File: config.mk
export PLATFORM = sky130hd
export DESIGN_NAME = pam4_hi_dfe
export DESIGN_NICKNAME = d
export VERILOG_FILES = /design/src/rtl/pam4_hi_dfe_pkg.sv /design/src/rtl/pam4_tap_product.sv /design/src/rtl/pam4_lane_summer.sv /design/src/rtl/pam4_slicer.sv /design/src/rtl/pam4_hi_dfe.sv
export SDC_FILE = /design/constraint.sdc
export NUM_CORES = 1
export LEC_CHECK = 0
export ABC_AREA = 0
export CAP_MARGIN = 25
export CORE_MARGIN = 2
export CORE_UTILIZATION = 49
export CTS_BUF_LIST = sky130_fd_sc_hd__clkbuf_2
export CTS_CLUSTER_SIZE = 8
export DETAILED_ROUTE_END_ITERATION = 12
export PLACE_DENSITY = 0.76
export SKIP_CTS_REPAIR_TIMING = 1
export SYNTH_ARGS = -nofsm -noshare
export SYNTH_HDL_FRONTEND = slang
export SYNTH_SLANG_ARGS = --single-unit
File: constraint.sdc
create_clock -name clk -period 24.2 [get_ports clk]
set_input_delay 4.84 -clock clk [delete_from_list [all_inputs] [get_ports clk]]
set_output_delay 4.84 -clock clk [all_outputs]
set_load 0.02 [all_outputs]
File: src/rtl/pam4_hi_dfe_pkg.sv
package pam4_hi_dfe_pkg;

  typedef logic [1:0] sym_t;

  localparam sym_t SYM_P3 = 2'b10;
  localparam sym_t SYM_P1 = 2'b11;
  localparam sym_t SYM_M1 = 2'b01;
  localparam sym_t SYM_M3 = 2'b00;

  // Gray code to integer level in thirds of full scale
  function automatic logic signed [2:0] sym_level(input sym_t s);
    logic signed [2:0] l;
    case (s)
      SYM_P3:  l = 3'sd3;
      SYM_P1:  l = 3'sd1;
      SYM_M1:  l = -3'sd1;
      default: l = -3'sd3;
    endcase
    return l;
  endfunction

endpackage

File: src/rtl/pam4_tap_product.sv
module pam4_tap_product
  import pam4_hi_dfe_pkg::*;
#(
  parameter int W_W = 8,
  localparam int P_W = W_W + 3
) (
  input  logic signed [W_W-1:0] weight,
  input  sym_t                  code,
  output logic signed [P_W-1:0] term
);

  localparam logic signed [P_W-1:0] DIV3 = P_W'(3);

  logic signed [P_W-1:0] w_ext;
  logic signed [P_W-1:0] l_ext;
  logic signed [P_W-1:0] full;
  logic signed [2:0]     lvl;

  always_comb begin
    lvl   = sym_level(code);
    w_ext = {{3{weight[W_W-1]}}, weight};
    l_ext = {{(P_W-3){lvl[2]}}, lvl};
    full  = w_ext * l_ext;
    term  = full / DIV3;   // signed division truncates toward zero
  end

endmodule

File: src/rtl/pam4_lane_summer.sv
module pam4_lane_summer #(
  parameter int IN_W  = 10,
  parameter int P_W   = 11,
  parameter int SUM_W = 14,
  localparam int EXT_W = ((IN_W > P_W) ? IN_W : P_W) + 2
) (
  input  logic signed [IN_W-1:0]  x,
  input  logic signed [P_W-1:0]   t_near,
  input  logic signed [P_W-1:0]   t_far,
  output logic signed [SUM_W-1:0] y
);

  logic signed [EXT_W-1:0] full;

  always_comb begin
    full = {{(EXT_W-IN_W){x[IN_W-1]}}, x}
         - {{(EXT_W-P_W){t_near[P_W-1]}}, t_near}
         - {{(EXT_W-P_W){t_far[P_W-1]}}, t_far};
  end

  generate
    if (SUM_W > EXT_W) begin : g_wide
      // result range always fits: plain sign extension
      assign y = {{(SUM_W-EXT_W){full[EXT_W-1]}}, full};
    end else begin : g_clamp
      localparam logic signed [EXT_W-1:0] MAXV =
        {{(EXT_W-SUM_W+1){1'b0}}, {(SUM_W-1){1'b1}}};
      localparam logic signed [EXT_W-1:0] MINV =
        {{(EXT_W-SUM_W+1){1'b1}}, {(SUM_W-1){1'b0}}};
      always_comb begin
        if (full > MAXV)      y = MAXV[SUM_W-1:0];
        else if (full < MINV) y = MINV[SUM_W-1:0];
        else                  y = full[SUM_W-1:0];
      end
    end
  endgenerate

endmodule

File: src/rtl/pam4_slicer.sv
module pam4_slicer
  import pam4_hi_dfe_pkg::*;
#(
  parameter int SUM_W = 14,
  parameter int THR_W = 10
) (
  input  logic signed [SUM_W-1:0] y,
  input  logic [THR_W-1:0]        thr,
  output sym_t                    code
);

  logic signed [SUM_W-1:0] t_hi;
  logic signed [SUM_W-1:0] t_lo;

  always_comb begin
    t_hi = {{(SUM_W-THR_W){1'b0}}, thr};
    t_lo = -t_hi;
    if (y >= t_hi)           code = SYM_P3;
    else if (y >= 0)         code = SYM_P1;
    else if (y >= t_lo)      code = SYM_M1;
    else                     code = SYM_M3;
  end

endmodule

File: src/rtl/pam4_hi_dfe.sv
module pam4_hi_dfe
  import pam4_hi_dfe_pkg::*;
#(
  parameter int IN_W  = 10,
  parameter int W_W   = 8,
  parameter int SUM_W = 14,
  parameter int THR_W = 10
) (
  input  logic                    clk,
  input  logic                    rst,
  input  logic                    in_valid,
  input  logic signed [IN_W-1:0]  x_even,
  input  logic signed [IN_W-1:0]  x_odd,
  input  logic [THR_W-1:0]        thr_outer,
  input  logic signed [W_W-1:0]   w_t1,
  input  logic signed [W_W-1:0]   w_t2,
  input  logic signed [W_W-1:0]   w_t3,
  input  logic signed [W_W-1:0]   w_t4,
  output logic                    out_valid,
  output logic [1:0]              sym_even,
  output logic [1:0]              sym_odd
);

  localparam int LANES = 2;
  localparam int P_W   = W_W + 3;

  // index 0 = even lane, 1 = odd lane
  sym_t                  dec_now  [LANES];
  sym_t                  dec_d1   [LANES];
  sym_t                  dec_d2   [LANES];
  logic signed [IN_W-1:0] x_ln    [LANES];
  logic signed [W_W-1:0]  w_near  [LANES];
  logic signed [W_W-1:0]  w_far   [LANES];

  assign x_ln[0]   = x_even;
  assign x_ln[1]   = x_odd;
  assign w_near[0] = w_t1;
  assign w_far[0]  = w_t3;
  assign w_near[1] = w_t2;
  assign w_far[1]  = w_t4;

  generate
    for (genvar ln = 0; ln < LANES; ln++) begin : g_lane
      localparam int SRC = LANES - 1 - ln;  // feedback comes from the other lane

      logic signed [P_W-1:0]   t_near;
      logic signed [P_W-1:0]   t_far;
      logic signed [SUM_W-1:0] y_eq;

      pam4_tap_product #(.W_W(W_W)) u_near (
        .weight (w_near[ln]),
        .code   (dec_d1[SRC]),
        .term   (t_near)
      );

      pam4_tap_product #(.W_W(W_W)) u_far (
        .weight (w_far[ln]),
        .code   (dec_d2[SRC]),
        .term   (t_far)
      );

      pam4_lane_summer #(.IN_W(IN_W), .P_W(P_W), .SUM_W(SUM_W)) u_sum (
        .x      (x_ln[ln]),
        .t_near (t_near),
        .t_far  (t_far),
        .y      (y_eq)
      );

      pam4_slicer #(.SUM_W(SUM_W), .THR_W(THR_W)) u_slc (
        .y    (y_eq),
        .thr  (thr_outer),
        .code (dec_now[ln])
      );

      always_ff @(posedge clk) begin
        if (rst) begin
          dec_d1[ln] <= SYM_M1;
          dec_d2[ln] <= SYM_M1;
        end else if (in_valid) begin
          dec_d2[ln] <= dec_d1[ln];
          dec_d1[ln] <= dec_now[ln];
        end
      end
    end
  endgenerate

  always_ff @(posedge clk) begin
    if (rst) out_valid <= 1'b0;
    else     out_valid <= in_valid;
  end

  assign sym_even = dec_d1[0];
  assign sym_odd  = dec_d1[1];

endmodule

# Yosys cells after proc, flatten, opt, wreduce, memory -nomap -nowiden
# Memory sizes are Yosys's and may differ from the RTL's.
# Index checks and enable logic that the tools add are counted.
# totals
in_bits,65
n_memories,2
output_inout_bits,5
latchBits,0
ramBits,8
rom_bits,0
ff_bits,1
word_cells,57
# mem_list
name,depth,width,rd,rd_ports_with_merged_regs,write_ports,line_no,text
dec_d1,2,2,2,0,2,pam4_hi_dfe.sv:29,sym_t dec_d1 [LANES];
dec_d2,2,2,2,0,2,pam4_hi_dfe.sv:30,sym_t dec_d2 [LANES];
# classes
n_reduce_logical,0
multipliers,4
n_eq_ne,12
n_lt_le_gt_ge,6
addsub,5
shifts,0
n_mux,19
bitwise_logic,4
div,4
# ops
operator,count
"11-bit by 3-bit divider with 11-bit output, second input constant",4
8-bit by 3-bit multiplier with 11-bit output,4
3-bit one-hot mux with 3 select lines,4
13-bit by 14-bit >= comparator with 1-bit output,2
"13-bit by 1-bit >= comparator with 1-bit output, second input constant",2
13-bit by 11-bit >= comparator with 1-bit output,2
12-bit by 11-bit subtractor with 13-bit output,2
10-bit by 11-bit subtractor with 12-bit output,2
"2-bit equality test, second input constant",8
2-bit two-way mux,8
10-bit negation with 14-bit output,1
"2-bit by 1-bit equality test with 1-bit output, second input constant",4
1-bit two-way mux,7
1-bit OR,4

# Depth between registers and ports, before layout
# An unclocked memory read counts as a cell.
# depth
word_depth,12
mapped_depth,65
ltp_nobuf,63

# Hierarchy
# Synthesis repeated with hierarchy kept, for this count alone.
# hier_totals
hier_cells,1747
hier_area_um2,12907.4
# modules_own_cells
mod,seq_area_each_um2,area_each_um2,cells_per_inst,instances
pam4_tap_product (g_lane[0].u_far ...),0.0,2394.8,332,3
pam4_tap_product (g_lane[1].u_near),0.0,2154.6,308,1
pam4_lane_summer,0.0,883.3,110,2
pam4_slicer,0.0,726.9,102,2
pam4_hi_dfe,260.2,347.8,19,1

# Least setup slack after synthesis
# OpenSTA, ideal clock, no wires.
# synth_path
kind,input port to flip-flop
startpoint,input port w_t4[0]
endpoint,memory dec_d1[1][0] (netlist bit) (data pin)
setup_time_ns,0.263
cell_stages,52
t_required_ns,23.937
slack_ns,8.618
n_path_buf,2
t_arrival_ns,15.320
cell_sequence,buf_2 or2_2 fa_1 fa_1 inv_1 ha_1 inv_1 fa_1 nand2b_1 a21oi_2 xor2_2 nor3_2 or3_4 and2_1 buf_6 and3_1 a2111oi_2 nor2_1 [... 16 more ...] or2_2 fa_1 ha_1 a21o_1 a21o_1 a21o_1 a21o_1 a21o_1 a21o_1 a21oi_1 nor2b_1 o21ai_0 nand2b_1 a21o_1 a21o_1 a21oi_1 o21a_1 o21ai_0
# synth_lines
item,line_no,text
start: declaration,pam4_hi_dfe.sv:18,"input logic signed [W_W-1:0] w_t4,"
end: declaration,pam4_hi_dfe.sv:29,

==> out/summary.txt <==
Status - finished clean
Drt drc - 0
Final Cycle Share - 71.7%
Routed vias/inst - 6.10
Clock tree buffer depth - 2
Post-synthesis async set-or-reset flop share - 0%
Setup crit end kind - flop
Via count - 12.3k
Most frequent cell on the critical path - ha_1
Critical Path Source Type - primary input
RD Place Congestion - 0.912
Die Area - 26,000 µm²
Slew Limit Fails - 0
DRT Pass-1 Iters - 5
Clk Tree Root Cell - clkbuf_2
RSZ-0062 raised after global routing - false
Final Critical Period - 17,360 ps
Starting density of the core - 49.8%
Sequential share of the synthesized area - 2.15%
Cells after DPL - 2,017
Vias in the first global route - 11.4k
First-pass GRT wire length - 53.9 mm
Maxcap violations - 0
Final WS setup - 6840 ps
Post-synthesis register bit count - 9
Final setup viols - 0
Cts bufs inserted - 3
Initial antenna violation count - 0
Iter 0 DRT Violations - 901
Mean Syn Cell Area - 7.24 µm²
Synthesized area - 12,100 µm²
Area delta synth->final - 7.30%
Overflow after GRT - 0
Total Routed Length - 31.4 mm
Syn_nets - 1,952
Total track usage - 23.8%
Largest net degree at the start of global routing - 29
Post-route ant nets - 0
Crit path kind - in -> reg
Worst path required time - 24,180 ps
CTS tree - yes
Setup Skew - 1.52 ps
EDFF count, synth - 8
DP HPWL - 25.9 mm
Post-layout nets - 1,975
CTS H-Tree Depth - 1
Sinks on Clock Net - 9
CP max stage cell - a211oi_2
Setup TNS - 0 ps
Antenna cells - 0
DP Worst Slack - 6750 ps
IO Pins - 70
Post-synth cell types - 110
Slew headroom - 33.1%
Drt wl/cell - 15.6 µm
Layout cells sized above 1 - 5.24%
Post-synthesis cell count - 1,675
Worst-path fanout max - 15
Post-route insts no fill - 2,021
Worst-path clk slew - 90 ps
Die height - 161 µm
Hold Violations, Final - 0
Hold crit path type - reg -> reg
Die Wd - 161 µm
Hold Slack - 731 ps
Maximum clock frequency - 57.6 MHz
Max stage delay on crit path - 700 ps
Fillers - 2,388
IO buf count - 69
Core ar. - 24,300 µm²
Arrival time worst endpoint - 17,340 ps
Post-synth top flop - edfxtp_1
Worst Hold Depth - 2
Least-Margin Pin Slew - 999 ps
FF-to-FF path depth - 61
Syn. warnings - 0
Site Rows - 57
Clock latency on the worst-skew pair - 230 ps
==> cells by family (layout without fill, tap and decap cells) <==
group	count (synthesis)	after routing	synth area share, %
compound gates	490	490	28.8
xor+xnor	113	113	8.35
fa+ha+maj	216	216	25.8
buf+inv	191	213	6.49
flops	9	9	2.15
mux	21	21	1.79
simple gates	635	635	26.6
==> synth_stat cells, types with 30 or more instances <==
cell type / instances / share of area [%]
nor2_1: 177 / 5.5
fa_1: 58 / 9.6
inv_1: 132 / 4.1
xnor2_1: 75 / 5.4
and2_1: 49 / 2.5
nand3_1: 52 / 2.1
a21oi_1: 108 / 4.5
nand2_1: 126 / 3.9
o21ai_0: 89 / 3.7
clkbuf_1: 30 / 0.93
nor3_1: 56 / 2.3
xor2_1: 35 / 2.5
ha_1: 154 / 16
==> final timing paths <==
path	slack, ps	start	endpoint
worst max register to register	10870	dec_d1[1][1]	dec_d1[0][0]
worst min register to register	730	dec_d1[0][0]	dec_d2[0][0]
worst min-delay path	730	dec_d1[0][0]	dec_d2[0][0]
worst max-delay path	6840	w_t4[0]	dec_d1[1][0]
==> through the flow <==
stage / area (µm²) / utilization, %
final: 13000 / 53.5
after global routing: 13000 / 53.5
after CTS: 13000 / 53.5
after detailed placement: 13000 / 53.4
after global placement: 13000 / 53.4
after floorplan: 12100 / -
==> cell type report <==
class                           instances  area (µm²)  share of cell area (%)
Sequential cell                         9         260                    2.00
Tap cell                              324         405                    3.12
Inverter                              134         503                    3.87
Clock buffer                            4        20.0                   0.154
Timing Repair Buffer                   75         736                    5.66
Multi-Input combinational cell       1475       11100                    85.2
==> sequential cells by signal, indices dropped and copies added (netlist names) <==
signal / cells
dec_d2: 4
out_valid: 1
dec_d1: 4
==> worst max-delay path, delay by kind of cell <==
family          cells  cell delay [ps]
buf+inv             5              870
simple gates       13             2510
fa+ha+maj          10             3300
compound gates     25             5210
mux                 1              300
xor+xnor            1              280
==> per-layer routing <==
| layer | GRT usage [%] | vias up | wire length [µm] |
|---|---|---|---|
| met5 | 0 | - | 0 |
| met4 | 2.56 | 0 | 244 |
| li1 | - | 6187 | - |
| met1 | 34.8 | 5783 | 15400 |
| met3 | 1.57 | 27 | 1460 |
| met2 | 39.8 | 336 | 14400 |
==> placed cells by master (no fill, tap or decap), types with 25 or more instances in the layout <==
cell type / n
a21o_1: 25
a21oi_1: 108
and2_1: 49
clkdlybuf4s50_1: 69
fa_1: 58
ha_1: 154
inv_1: 132
nand2_1: 126
nand2b_1: 29
nand3_1: 52
nor2_1: 177
nor3_1: 56
o211ai_1: 25
o21ai_0: 89
xnor2_1: 74
xor2_1: 35
Power is left out: the tool's default activity adds up to more than one toggle a clock period on the data nets, which glitch-free logic cannot reach.
